[src/rtl/stk_seq_pkg.sv]
package stk_seq_pkg;

  typedef enum logic [2:0] {
    OP_RESET = 3'd0,
    OP_NMI   = 3'd1,
    OP_IRQ   = 3'd2,
    OP_BRK   = 3'd3,
    OP_JSR   = 3'd4,
    OP_RTS   = 3'd5,
    OP_RTI   = 3'd6,
    OP_NONE  = 3'd7
  } seq_op_e;

  typedef enum logic [3:0] {
    ST_IDLE,
    ST_PUSH_H,
    ST_PUSH_L,
    ST_PUSH_P,
    ST_VEC_LO,
    ST_VEC_HI,
    ST_PULL_P,
    ST_PULL_L,
    ST_PULL_H,
    ST_CAP_H,
    ST_FIN
  } seq_st_e;

  // which byte the previous cycle read, to be captured this cycle
  typedef enum logic [1:0] {
    RK_NONE,
    RK_FLG,
    RK_LO,
    RK_HI
  } rd_kind_e;

  typedef enum logic [1:0] {
    SP_HOLD,
    SP_INIT,
    SP_INC,
    SP_DEC
  } sp_cmd_e;

  localparam int FLG_I_BIT = 2;
  localparam int FLG_B_BIT = 4;

endpackage

[src/rtl/stk_ptr_unit.sv]
module stk_ptr_unit
  import stk_seq_pkg::*;
#(
  parameter int SP_W = 8
) (
  input  logic            clk,
  input  logic            rst_n,
  input  sp_cmd_e         cmd,
  output logic [SP_W-1:0] sp_q,
  output logic [SP_W-1:0] sp_up
);

  logic [SP_W-1:0] sp_d;
  logic            sp_en;

  always_comb begin
    sp_up = sp_q + SP_W'(1);
    sp_en = (cmd != SP_HOLD);
    unique case (cmd)
      SP_INIT: sp_d = '1;
      SP_INC:  sp_d = sp_up;
      SP_DEC:  sp_d = sp_q - SP_W'(1);
      default: sp_d = sp_q;
    endcase
  end

  always_ff @(posedge clk or negedge rst_n) begin
    if (!rst_n)     sp_q <= '1;
    else if (sp_en) sp_q <= sp_d;
  end

endmodule

[src/rtl/stk_seq_ctl.sv]
module stk_seq_ctl
  import stk_seq_pkg::*;
#(
  parameter int              ADDR_W     = 16,
  parameter int              DATA_W     = 8,
  parameter logic [ADDR_W-1:0] STACK_BASE = 16'h0100
) (
  input  logic              clk,
  input  logic              rst_n,
  input  logic              cmd_valid,
  input  logic [2:0]        cmd_op,
  input  logic [ADDR_W-1:0] cmd_target,
  input  logic [ADDR_W-1:0] pc_in,
  input  logic [DATA_W-1:0] flags_in,
  input  logic [DATA_W-1:0] sp,
  input  logic [DATA_W-1:0] sp_up,
  output logic [ADDR_W-1:0] mem_addr,
  output logic              mem_wr,
  output logic              mem_rd,
  output logic [DATA_W-1:0] mem_wdata,
  output sp_cmd_e           sp_cmd,
  output rd_kind_e          rd_kind,
  output logic              add_one,
  output logic              ld_flags,
  output logic [DATA_W-1:0] flags_val,
  output logic              ld_pc,
  output logic [ADDR_W-1:0] pc_val,
  output logic              done
);

  localparam logic [ADDR_W-1:0] VEC_TOP = '1;
  localparam logic [ADDR_W-1:0] VEC_NMI = VEC_TOP - ADDR_W'(5);
  localparam logic [ADDR_W-1:0] VEC_RST = VEC_TOP - ADDR_W'(3);
  localparam logic [ADDR_W-1:0] VEC_IRQ = VEC_TOP - ADDR_W'(1);

  seq_st_e           st_q, st_d;
  seq_op_e           op_q, op_in;
  logic [ADDR_W-1:0] pc_q, pc_d;
  logic [ADDR_W-1:0] tgt_q;
  logic [DATA_W-1:0] pf_q, pf_d;
  logic              ready, accept;
  logic [ADDR_W-1:0] vec_lo;
  logic [ADDR_W-1:0] push_addr, pull_addr;

  // next-state logic
  always_comb begin
    op_in  = seq_op_e'(cmd_op);
    ready  = (st_q == ST_IDLE) || (st_q == ST_FIN);
    accept = cmd_valid && ready && (op_in != OP_NONE);
    pc_d   = (op_in == OP_JSR) ? pc_in + ADDR_W'(2) : pc_in;
    pf_d   = flags_in;
    pf_d[FLG_B_BIT] = (op_in == OP_BRK);

    st_d = st_q;
    unique case (st_q)
      ST_IDLE, ST_FIN: begin
        st_d = ST_IDLE;
        if (accept) begin
          unique case (op_in)
            OP_RESET: st_d = ST_VEC_LO;
            OP_RTS:   st_d = ST_PULL_L;
            OP_RTI:   st_d = ST_PULL_P;
            default:  st_d = ST_PUSH_H;
          endcase
        end
      end
      ST_PUSH_H: st_d = ST_PUSH_L;
      ST_PUSH_L: st_d = (op_q == OP_JSR) ? ST_FIN : ST_PUSH_P;
      ST_PUSH_P: st_d = ST_VEC_LO;
      ST_VEC_LO: st_d = ST_VEC_HI;
      ST_VEC_HI: st_d = ST_CAP_H;
      ST_PULL_P: st_d = ST_PULL_L;
      ST_PULL_L: st_d = ST_PULL_H;
      ST_PULL_H: st_d = ST_CAP_H;
      ST_CAP_H:  st_d = ST_FIN;
      default:   st_d = ST_IDLE;
    endcase
  end

  // state and command registers
  always_ff @(posedge clk or negedge rst_n) begin
    if (!rst_n) begin
      st_q  <= ST_IDLE;
      op_q  <= OP_NONE;
      pc_q  <= '0;
      tgt_q <= '0;
      pf_q  <= '0;
    end else begin
      st_q <= st_d;
      if (accept) begin
        op_q  <= op_in;
        pc_q  <= pc_d;
        tgt_q <= cmd_target;
        pf_q  <= pf_d;
      end
    end
  end

  // bus and side-effect decode
  always_comb begin
    push_addr = STACK_BASE | ADDR_W'(sp);
    pull_addr = STACK_BASE | ADDR_W'(sp_up);
    unique case (op_q)
      OP_NMI:   vec_lo = VEC_NMI;
      OP_RESET: vec_lo = VEC_RST;
      default:  vec_lo = VEC_IRQ;
    endcase

    mem_addr  = '0;
    mem_wr    = 1'b0;
    mem_rd    = 1'b0;
    mem_wdata = '0;
    sp_cmd    = SP_HOLD;
    rd_kind   = RK_NONE;
    ld_flags  = 1'b0;
    flags_val = '0;
    ld_pc     = 1'b0;
    pc_val    = tgt_q;
    add_one   = (op_q == OP_RTS);
    done      = (st_q == ST_FIN);

    unique case (st_q)
      ST_IDLE, ST_FIN: begin
        if (accept && op_in == OP_RESET) begin
          sp_cmd   = SP_INIT;
          ld_flags = 1'b1;
        end
      end
      ST_PUSH_H: begin
        mem_wr    = 1'b1;
        mem_addr  = push_addr;
        mem_wdata = pc_q[ADDR_W-1 -: DATA_W];
        sp_cmd    = SP_DEC;
      end
      ST_PUSH_L: begin
        mem_wr    = 1'b1;
        mem_addr  = push_addr;
        mem_wdata = pc_q[DATA_W-1:0];
        sp_cmd    = SP_DEC;
        ld_pc     = (op_q == OP_JSR);
      end
      ST_PUSH_P: begin
        mem_wr    = 1'b1;
        mem_addr  = push_addr;
        mem_wdata = pf_q;
        sp_cmd    = SP_DEC;
        ld_flags  = 1'b1;
        flags_val = pf_q;
        flags_val[FLG_I_BIT] = 1'b1;
      end
      ST_VEC_LO: begin
        mem_rd   = 1'b1;
        mem_addr = vec_lo;
        rd_kind  = RK_LO;
      end
      ST_VEC_HI: begin
        mem_rd   = 1'b1;
        mem_addr = vec_lo + ADDR_W'(1);
        rd_kind  = RK_HI;
      end
      ST_PULL_P, ST_PULL_L, ST_PULL_H: begin
        mem_rd   = 1'b1;
        mem_addr = pull_addr;
        sp_cmd   = SP_INC;
        rd_kind  = (st_q == ST_PULL_P) ? RK_FLG :
                   (st_q == ST_PULL_L) ? RK_LO  : RK_HI;
      end
      default: ;
    endcase
  end

  // a restart command leaves the pointer at all ones
  a_r5_reset_sp: assert property (@(posedge clk) disable iff (!rst_n)
    (accept && op_in == OP_RESET) |=> (sp == '1));

endmodule

[src/rtl/stk_result.sv]
module stk_result
  import stk_seq_pkg::*;
#(
  parameter int ADDR_W = 16,
  parameter int DATA_W = 8
) (
  input  logic              clk,
  input  logic              rst_n,
  input  rd_kind_e          rd_kind,
  input  logic [DATA_W-1:0] rdata,
  input  logic              add_one,
  input  logic              ld_flags,
  input  logic [DATA_W-1:0] flags_val,
  input  logic              ld_pc,
  input  logic [ADDR_W-1:0] pc_val,
  output logic [ADDR_W-1:0] pc_q,
  output logic [DATA_W-1:0] flags_q
);

  rd_kind_e          kind_q;
  logic [DATA_W-1:0] lo_q;
  logic [ADDR_W-1:0] pc_d;
  logic [DATA_W-1:0] flags_d;
  logic              pc_en, flags_en, lo_en;

  always_comb begin
    lo_en    = (kind_q == RK_LO);
    pc_en    = ld_pc || (kind_q == RK_HI);
    flags_en = ld_flags || (kind_q == RK_FLG);
    pc_d     = ld_pc ? pc_val
                     : {rdata, lo_q} + (add_one ? ADDR_W'(1) : ADDR_W'(0));
    flags_d  = ld_flags ? flags_val : rdata;
  end

  always_ff @(posedge clk or negedge rst_n) begin
    if (!rst_n) begin
      kind_q  <= RK_NONE;
      lo_q    <= '0;
      pc_q    <= '0;
      flags_q <= '0;
    end else begin
      kind_q <= rd_kind;
      if (lo_en)    lo_q    <= rdata;
      if (pc_en)    pc_q    <= pc_d;
      if (flags_en) flags_q <= flags_d;
    end
  end

endmodule

[src/rtl/stk_irq_seq.sv]
module stk_irq_seq
  import stk_seq_pkg::*;
#(
  parameter int              ADDR_W     = 16,
  parameter int              DATA_W     = 8,
  parameter logic [ADDR_W-1:0] STACK_BASE = 16'h0100
) (
  input  logic              clk,
  input  logic              rst_n,
  input  logic              cmd_valid,
  input  logic [2:0]        cmd_op,
  input  logic [ADDR_W-1:0] cmd_target,
  input  logic [ADDR_W-1:0] pc_in,
  input  logic [DATA_W-1:0] flags_in,
  output logic [ADDR_W-1:0] mem_addr,
  output logic              mem_wr,
  output logic              mem_rd,
  output logic [DATA_W-1:0] mem_wdata,
  input  logic [DATA_W-1:0] mem_rdata,
  output logic [ADDR_W-1:0] pc_out,
  output logic [DATA_W-1:0] flags_out,
  output logic [DATA_W-1:0] sp_out,
  output logic              done
);

  localparam int SP_W = DATA_W;

  logic [1:0]        rst_pipe;
  logic              rst_sync_n;
  sp_cmd_e           sp_cmd;
  rd_kind_e          rd_kind;
  logic [SP_W-1:0]   sp_up;
  logic              add_one, ld_flags, ld_pc;
  logic [DATA_W-1:0] flags_val;
  logic [ADDR_W-1:0] pc_val;

  // asynchronous assertion, synchronous release
  always_ff @(posedge clk or negedge rst_n) begin
    if (!rst_n) rst_pipe <= '0;
    else        rst_pipe <= {rst_pipe[0], 1'b1};
  end
  assign rst_sync_n = rst_pipe[1];

  stk_ptr_unit #(.SP_W(SP_W)) u_ptr (
    .clk   (clk),
    .rst_n (rst_sync_n),
    .cmd   (sp_cmd),
    .sp_q  (sp_out),
    .sp_up (sp_up)
  );

  stk_seq_ctl #(
    .ADDR_W(ADDR_W), .DATA_W(DATA_W), .STACK_BASE(STACK_BASE)
  ) u_ctl (
    .clk        (clk),
    .rst_n      (rst_sync_n),
    .cmd_valid  (cmd_valid),
    .cmd_op     (cmd_op),
    .cmd_target (cmd_target),
    .pc_in      (pc_in),
    .flags_in   (flags_in),
    .sp         (sp_out),
    .sp_up      (sp_up),
    .mem_addr   (mem_addr),
    .mem_wr     (mem_wr),
    .mem_rd     (mem_rd),
    .mem_wdata  (mem_wdata),
    .sp_cmd     (sp_cmd),
    .rd_kind    (rd_kind),
    .add_one    (add_one),
    .ld_flags   (ld_flags),
    .flags_val  (flags_val),
    .ld_pc      (ld_pc),
    .pc_val     (pc_val),
    .done       (done)
  );

  stk_result #(.ADDR_W(ADDR_W), .DATA_W(DATA_W)) u_res (
    .clk       (clk),
    .rst_n     (rst_sync_n),
    .rd_kind   (rd_kind),
    .rdata     (mem_rdata),
    .add_one   (add_one),
    .ld_flags  (ld_flags),
    .flags_val (flags_val),
    .ld_pc     (ld_pc),
    .pc_val    (pc_val),
    .pc_q      (pc_out),
    .flags_q   (flags_out)
  );

  // writes land on the page slot named by the pointer
  a_r1_push_addr: assert property (@(posedge clk) disable iff (!rst_sync_n)
    mem_wr |-> (mem_addr == (STACK_BASE | ADDR_W'(sp_out))));

  // each write is followed by a pointer decrement
  a_r1_push_dec: assert property (@(posedge clk) disable iff (!rst_sync_n)
    mem_wr |=> (sp_out == $past(sp_out) - SP_W'(1)));

  // each stack-page read is paired with a pointer increment
  a_r1_pull_inc: assert property (@(posedge clk) disable iff (!rst_sync_n)
    (mem_rd && mem_addr[ADDR_W-1:DATA_W] == STACK_BASE[ADDR_W-1:DATA_W])
      |=> (sp_out == $past(sp_out) + SP_W'(1)));

  // one port operation per cycle
  a_r9_one_port_op: assert property (@(posedge clk) disable iff (!rst_sync_n)
    !(mem_wr && mem_rd));

  // completion is a single-cycle pulse
  a_r10_done_single: assert property (@(posedge clk) disable iff (!rst_sync_n)
    done |=> !done);

endmodule

[config.mk]
export PLATFORM = sky130hd
export DESIGN_NAME = stk_irq_seq
export DESIGN_NICKNAME = d
export VERILOG_FILES = /design/src/rtl/stk_seq_pkg.sv /design/src/rtl/stk_ptr_unit.sv /design/src/rtl/stk_seq_ctl.sv /design/src/rtl/stk_result.sv /design/src/rtl/stk_irq_seq.sv
export SDC_FILE = /design/constraint.sdc
export NUM_CORES = 1
export LEC_CHECK = 0
export ABC_AREA = 1
export BUFFER_PORTS_ARGS = -buffer_cell sky130_fd_sc_hd__buf_2
export CAP_MARGIN = 5
export CORE_UTILIZATION = 35
export DETAILED_ROUTE_END_ITERATION = 10
export MAX_ROUTING_LAYER = met4
export SETUP_SLACK_MARGIN = 0.02
export SYNTH_ARGS = -nofsm -noshare
export SYNTH_HDL_FRONTEND = slang
export SYNTH_SLANG_ARGS = --single-unit
[constraint.sdc]
create_clock -name clk -period 7.3 [get_ports clk]
set_clock_uncertainty 0.2 [all_clocks]
set_input_delay 1.095 -clock clk [delete_from_list [all_inputs] [get_ports clk]]
set_output_delay 1.095 -clock clk [all_outputs]
set_load 0.03 [all_outputs]
After elaboration in Yosys (flattened, before gate mapping)
Cells that the tools add are included.
{ "classes": {"n_bitwise": 0, "reduce_logical": 17, "n_shift": 0, "muxes": 23, "eq_ne": 24, "order_cmp": 0, "n_addsub": 5, "n_mul": 0, "div": 0} }
{ "op_table": {"columns": ["op", "count"], "rows": [
  ["16-bit case mux with 4 select lines", 1],
  ["8-bit case mux with 3 select lines", 2],
  ["4-bit case mux with 9 select lines", 1],
  ["16-bit two-way mux", 2],
  ["16-bit adder", 1],
  ["16-bit by 2-bit adder with 16-bit output, second input constant", 1],
  ["4-bit by 3-bit == test with 1-bit output, second input constant", 4],
  ["8-bit two-way mux", 2],
  ["3-bit == test, second input constant", 5],
  ["4-bit == test, second input constant", 3],
  ["2-bit case mux with 3 select lines", 2],
  ["3-bit case mux with 3 select lines", 1],
  ["8-bit by 1-bit adder with 8-bit output, second input constant", 1],
  ["2-bit == test, second input constant", 4],
  ["4-bit by 2-bit == test with 1-bit output, second input constant", 2],
  ["4-bit two-way mux", 2],
  ["8-bit by 1-bit subtractor with 8-bit output, second input constant", 1],
  ["1-bit two-way mux", 7],
  ["3-bit logical NOT", 2],
  ["3-bit case mux with 2 select lines", 1],
  ["3-bit OR reduction", 2],
  ["4-bit by 2-bit adder with 5-bit output, second input constant", 1],
  ["5-bit OR reduction", 1],
  ["2-bit by 1-bit == test with 1-bit output, second input constant", 2],
  ["other kinds (13)", 18]
]} }
{ "totals": {"latchBits": 0, "rom_bits": 0, "input_bits": 54, "out_inout_bits": 59, "mem_bits_rw": 0, "n_memories": 0, "reg_bits": 91, "elab_cells": 80} }

Logic depth before layout (Yosys ltp)
{ "depth": {"depth_word": 10, "depth_mapped": 12, "depth_no_buf": 12} }

Hierarchy
A second synthesis with hierarchy kept.
{ "hier_totals": {"hier_cells": 749, "hier_area_um2": 5380.2} }
{ "by_module_without_submodules": {"columns": ["mod", "cells_per_inst", "area_each_um2", "n_inst", "seq_area_each_um2"], "rows": [
  ["stk_seq_ctl", 404, 2811.4, 1, 1179.9],
  ["stk_result", 237, 1850.5, 1, 850.8],
  ["stk_ptr_unit", 105, 664.4, 1, 210.2],
  ["stk_irq_seq", 3, 53.8, 1, 50.0]
]} }

Worst setup path before layout
OpenSTA, ideal clock, no wires.
{ "synth_path": {"kind": "reg-to-output", "start": "reg u_ctl.st_q[3]", "end": "out mem_addr[0]", "path_buffers": 1, "arrival_time_ns": 1.650, "stages_incl_launch_ff": 7, "path_slack_ns": 4.355, "required_time_ns": 6.005, "cell_sequence": "dfrtp_1 -> inv_1 -> nand2_1 -> inv_1 -> nand2_1 -> clkbuf_1 -> o21ai_0"} }
{ "synth_via": {"elab_chain_len": 3, "word_cells_on_any_way": 11, "classes_between": "eq/ne (8); mux (1); reduce/logical (2)"} }
{ "synth_rtl": {"columns": ["element", "line", "rtl"], "rows": [
  ["start, declared", "stk_seq_ctl.sv:36", "seq_st_e st_q, st_d;"],
  ["start signal, assigned", "stk_seq_ctl.sv:89", "st_q <= st_d;"],
  ["4-bit == test, or another cell as far along", "stk_seq_ctl.sv:122", "unique case (st_q)"],
  ["3-bit OR reduction (on tied branches)", null, null],
  ["16-bit case mux with 4 select lines (*)", "stk_seq_ctl.sv:122", null],
  ["end, declared", "stk_irq_seq.sv:15", "output logic [ADDR_W-1:0] mem_addr,"]
]} }
Mark *: on every way between the ends. The rest lies on a longest branch, timed or not.

Final worst setup path
{ "layout_path": {"start": "reg u_ctl.st_q[2]", "end": "out mem_wdata[3]"} }
{ "layout_via": {"elab_chain_len": 2, "word_cells_on_any_way": 4, "classes_between": "eq/ne (3); mux (1)"} }
{ "layout_rtl": {"columns": ["element", "line", "rtl"], "rows": [
  ["4-bit by 2-bit == test with 1-bit output or 4-bit by 1-bit == test with 1-bit output (tied branches)", "stk_seq_ctl.sv:122", null],
  ["8-bit case mux with 3 select lines (*)", "stk_seq_ctl.sv:122", null],
  ["end, declared", "stk_irq_seq.sv:18", "output logic [DATA_W-1:0] mem_wdata,"]
]} }
Marks and branches as above.

==> impl_metrics.json <==
{
  "postSynthAreaPerCell_um2": 7.14,
  "clk_pin_slew_ns": 0.06,
  "synth_area_leaders": "dfrtp_1 38%, nand2_1 20%, nand3_1 6.9%",
  "busiest_layer": "met2",
  "insertion_delay_ns": 0.34,
  "io_pins": 113,
  "gr-usage-met2_pct": 29.0,
  "met3_usage_pct": 3.53,
  "ys_warn_count": 0,
  "io_buffers": 111,
  "setup.worst_path.class": "reg -> out",
  "hold_viol": 0,
  "dr.pass1.iters": 7,
  "timing.rr.end": "u_res.pc_q[10]",
  "worstReg2RegStart": "u_ctl.op_q[2]",
  "postCtsSetupBuffers": 0,
  "min_path_type": "reg -> async",
  "cts-hold-fix-buffers": 0,
  "drv_cap": 0,
  "crit_chain": "inv_1, nand2_1, inv_1, nand3_1, clkinv_1, nand2_1, o211ai_1, buf_2",
  "gp_congestion": 0.897,
  "worst_slew_pin_slew_ns": 0.843,
  "coreArea_um2": 14500,
  "final_antenna_net_count": 0,
  "fmax_ghz": 0.256,
  "ys_types": 33,
  "pre_cts_ws_ns": 3.78,
  "stdcell_count": 1018,
  "die_area_um2": 15400,
  "setup_ws_ns": 3.39,
  "r2r_cells": 11,
  "area_growth_pct": 19.4,
  "nFillCells": 1584,
  "vdd_drop_max_uv": 150,
  "cts-root-buf": "clkbuf_16",
  "powerDensity_nw_per_um2": 467,
  "cts_buffers": 9,
  "vias": 4936,
  "setup_violations": 0,
  "drc_errors": 0,
  "grt_usage_pct": 20.2,
  "syn_area_um2": 5200,
  "slew_headroom_pct": 43.6,
  "avgViaCountPerCell": 4.85,
  "slowest_stage": "clkinv_1",
  "antennaDiodeCount": 0,
  "grt_pass1_vias": 4525,
  "wl_per_cell_um": 13.8,
  "htreeDepth": 3,
  "leakagePower_uw": 0.00339,
  "row_count": 44,
  "wl_um": 14100,
  "rsz0062_at_grt": "no",
  "slew_violations": 0,
  "ctsResizeCount": 0,
  "gr-total-overflow": 0,
  "reg2reg_slack_ns": 4.64,
  "die_h_um": 124,
  "fin_crit_sh_pct": 53.5,
  "arrival_ns": 2.61,
  "start_util_pct": 35.8,
  "nets": 888,
  "cp.required_ns": 6.00,
  "cts_num_sinks": 91,
  "clock_tree.buffer_depth": 2,
  "worst_setup_path_start_kind": "register",
  "crit_fanout": 17,
  "use_met1_pct": 28.7,
  "cpPeakStageDelay_ns": 0.51,
  "synth_largest_area_cell": "dfrtp_1",
  "syn_inst": 729,
  "ys_seq_area_share_pct": 44.0,
  "synth_nets": 788,
  "setup_tns_ns": 0,
  "ys_ff_latch": 91,
  "place_inst": 1002,
  "drive_above_1_share_pct": 18.8,
  "cp-startpoint": "u_ctl.st_q[2]",
  "hpwl_um": 10600,
  "fin_crit_ns": 3.91,
  "yosysTopAreaCellShare_pct": 38.5,
  "antenna_found_initial": 0,
  "worst_setup_path_end_kind": "primary output",
  "status": "complete, no violations",
  "cts_tree": "built",
  "drt-initial-drc-count": 238,
  "grt_max_degree": 49,
  "fp.dieW_um": 124,
  "grt_pass1_wl_um": 22800
}
==> how the worst max path moves through the flow <==
stage | endpoint | slack, ns | cells after the start
6_report | mem_wdata[3] | 3.39 | 8
5_1_grt | mem_wdata[3] | 3.13 | 8
4_1_cts | mem_wdata[3] | 3.39 | 8
3_5_place_dp | mem_wdata[3] | 3.78 | 8
3_3_place_gp | mem_wdata[5] | 3.77 | 8
2_1_floorplan | mem_addr[0] | 4.36 | 6
==> critical path: cells and delay by family (launching register included) <==
kind                   cells  cell delay (ns)
buffers and inverters      4             0.88
AOI/OAI and AO/OA          1             0.14
and+or+nand+nor            3             0.88
DFF                        1             0.36
==> cells by family after synthesis <==
logic type                 count (synthesis)  share of synthesized area (%)
xor gates and xnor gates                  19                           3.20
adders and majority gates                  5                           1.20
DFF                                       91                           44.0
other                                      1                         0.0721
buffers and inverters                    121                           9.64
and+or+nand+nor                          431                           34.6
AOI/OAI and AO/OA                         61                           7.26
==> flip-flops by register name, indices dropped and copies added (netlist names), 3 cells and up <==
signal / flops
u_ctl.st_q: 4
u_ptr.sp_q: 8
u_ctl.pc_val: 16
u_ctl.pf_q: 8
u_res.flags_q: 8
u_ctl.pc_q: 16
u_res.pc_q: 16
u_ctl.op_q: 3
u_res.lo_q: 8
==> cell usage after synthesis <==
cell type	number
nand2_1	281
inv_1	89
dfrtp_1	80
nand3_1	72
nor2_1	36
o21ai_0	31
nand4_1	19
nor3_1	14
o211ai_1	13
xor2_1	13
dfstp_2	11
buf_2	10
buf_4	7
a21oi_1	6
clkbuf_1	6
xnor2_1	6
ha_1	5
o221ai_1	5
inv_2	4
nor2_2	4
clkinv_1	3
nand2_2	2
o21ai_1	2
a21oi_4	1
buf_6	1
clkbuf_2	1
conb_1	1
nand3_2	1
nand3b_1	1
o2111ai_1	1
o21a_1	1
o21ai_2	1
or2_2	1
==> area by class of cell <==
cell class                 count  area [µm²]  share of cell area (%)
sequential                    91        2290                    36.9
clock inverter                 5        83.8                    1.35
inverter                      96         360                    5.80
multi-input combinational    517        2410                    38.9
tap                          184         230                    3.70
clock buffer                  11         253                    4.07
timing repair buffer         114         578                    9.30
==> metal layers <==
layer	vias up	wire, µm
li1	2516	-
met1	2267	7020
met2	136	6210
met3	17	608
met4	0	228
met5	-	0
==> power by group <==
| part | switching, µW | leakage, µW | internal [µW] |
|---|---|---|---|
| clock network | 200 | 0.000158 | 320 |
| registers | 171 | 0.00110 | 768 |
| logic | 1010 | 0.00213 | 427 |
| total | 1380 | 0.00339 | 1520 |
==> layout by cell type (no fill, tap or decap), types with 13 or more instances in the layout <==
cell / synthesis / routed
dfrtp_1: 80 / 79
nand3_1: 72 / 72
nand4_1: 19 / 19
xor2_1: 13 / 13
nor2_1: 36 / 36
buf_2: 10 / 111
inv_1: 89 / 89
o21ai_0: 31 / 31
nor3_1: 14 / 14
nand2_1: 281 / 281
o211ai_1: 13 / 13
==> per-stage QoR <==
stage	utilization [%]	instance area, µm²	total power, µW	hold WS, ns
5_1_grt	42.8	6210	3140	0.170
4_1_cts	42.8	6210	2930	0.153
3_5_place_dp	40.4	5880	2390	0.139
2_1_floorplan	-	5200	2000	0.131
6_report	42.8	6210	2900	0.122
3_3_place_gp	40.4	5880	2380	0.136
No activity file was read; power rests on OpenSTA's default activity.
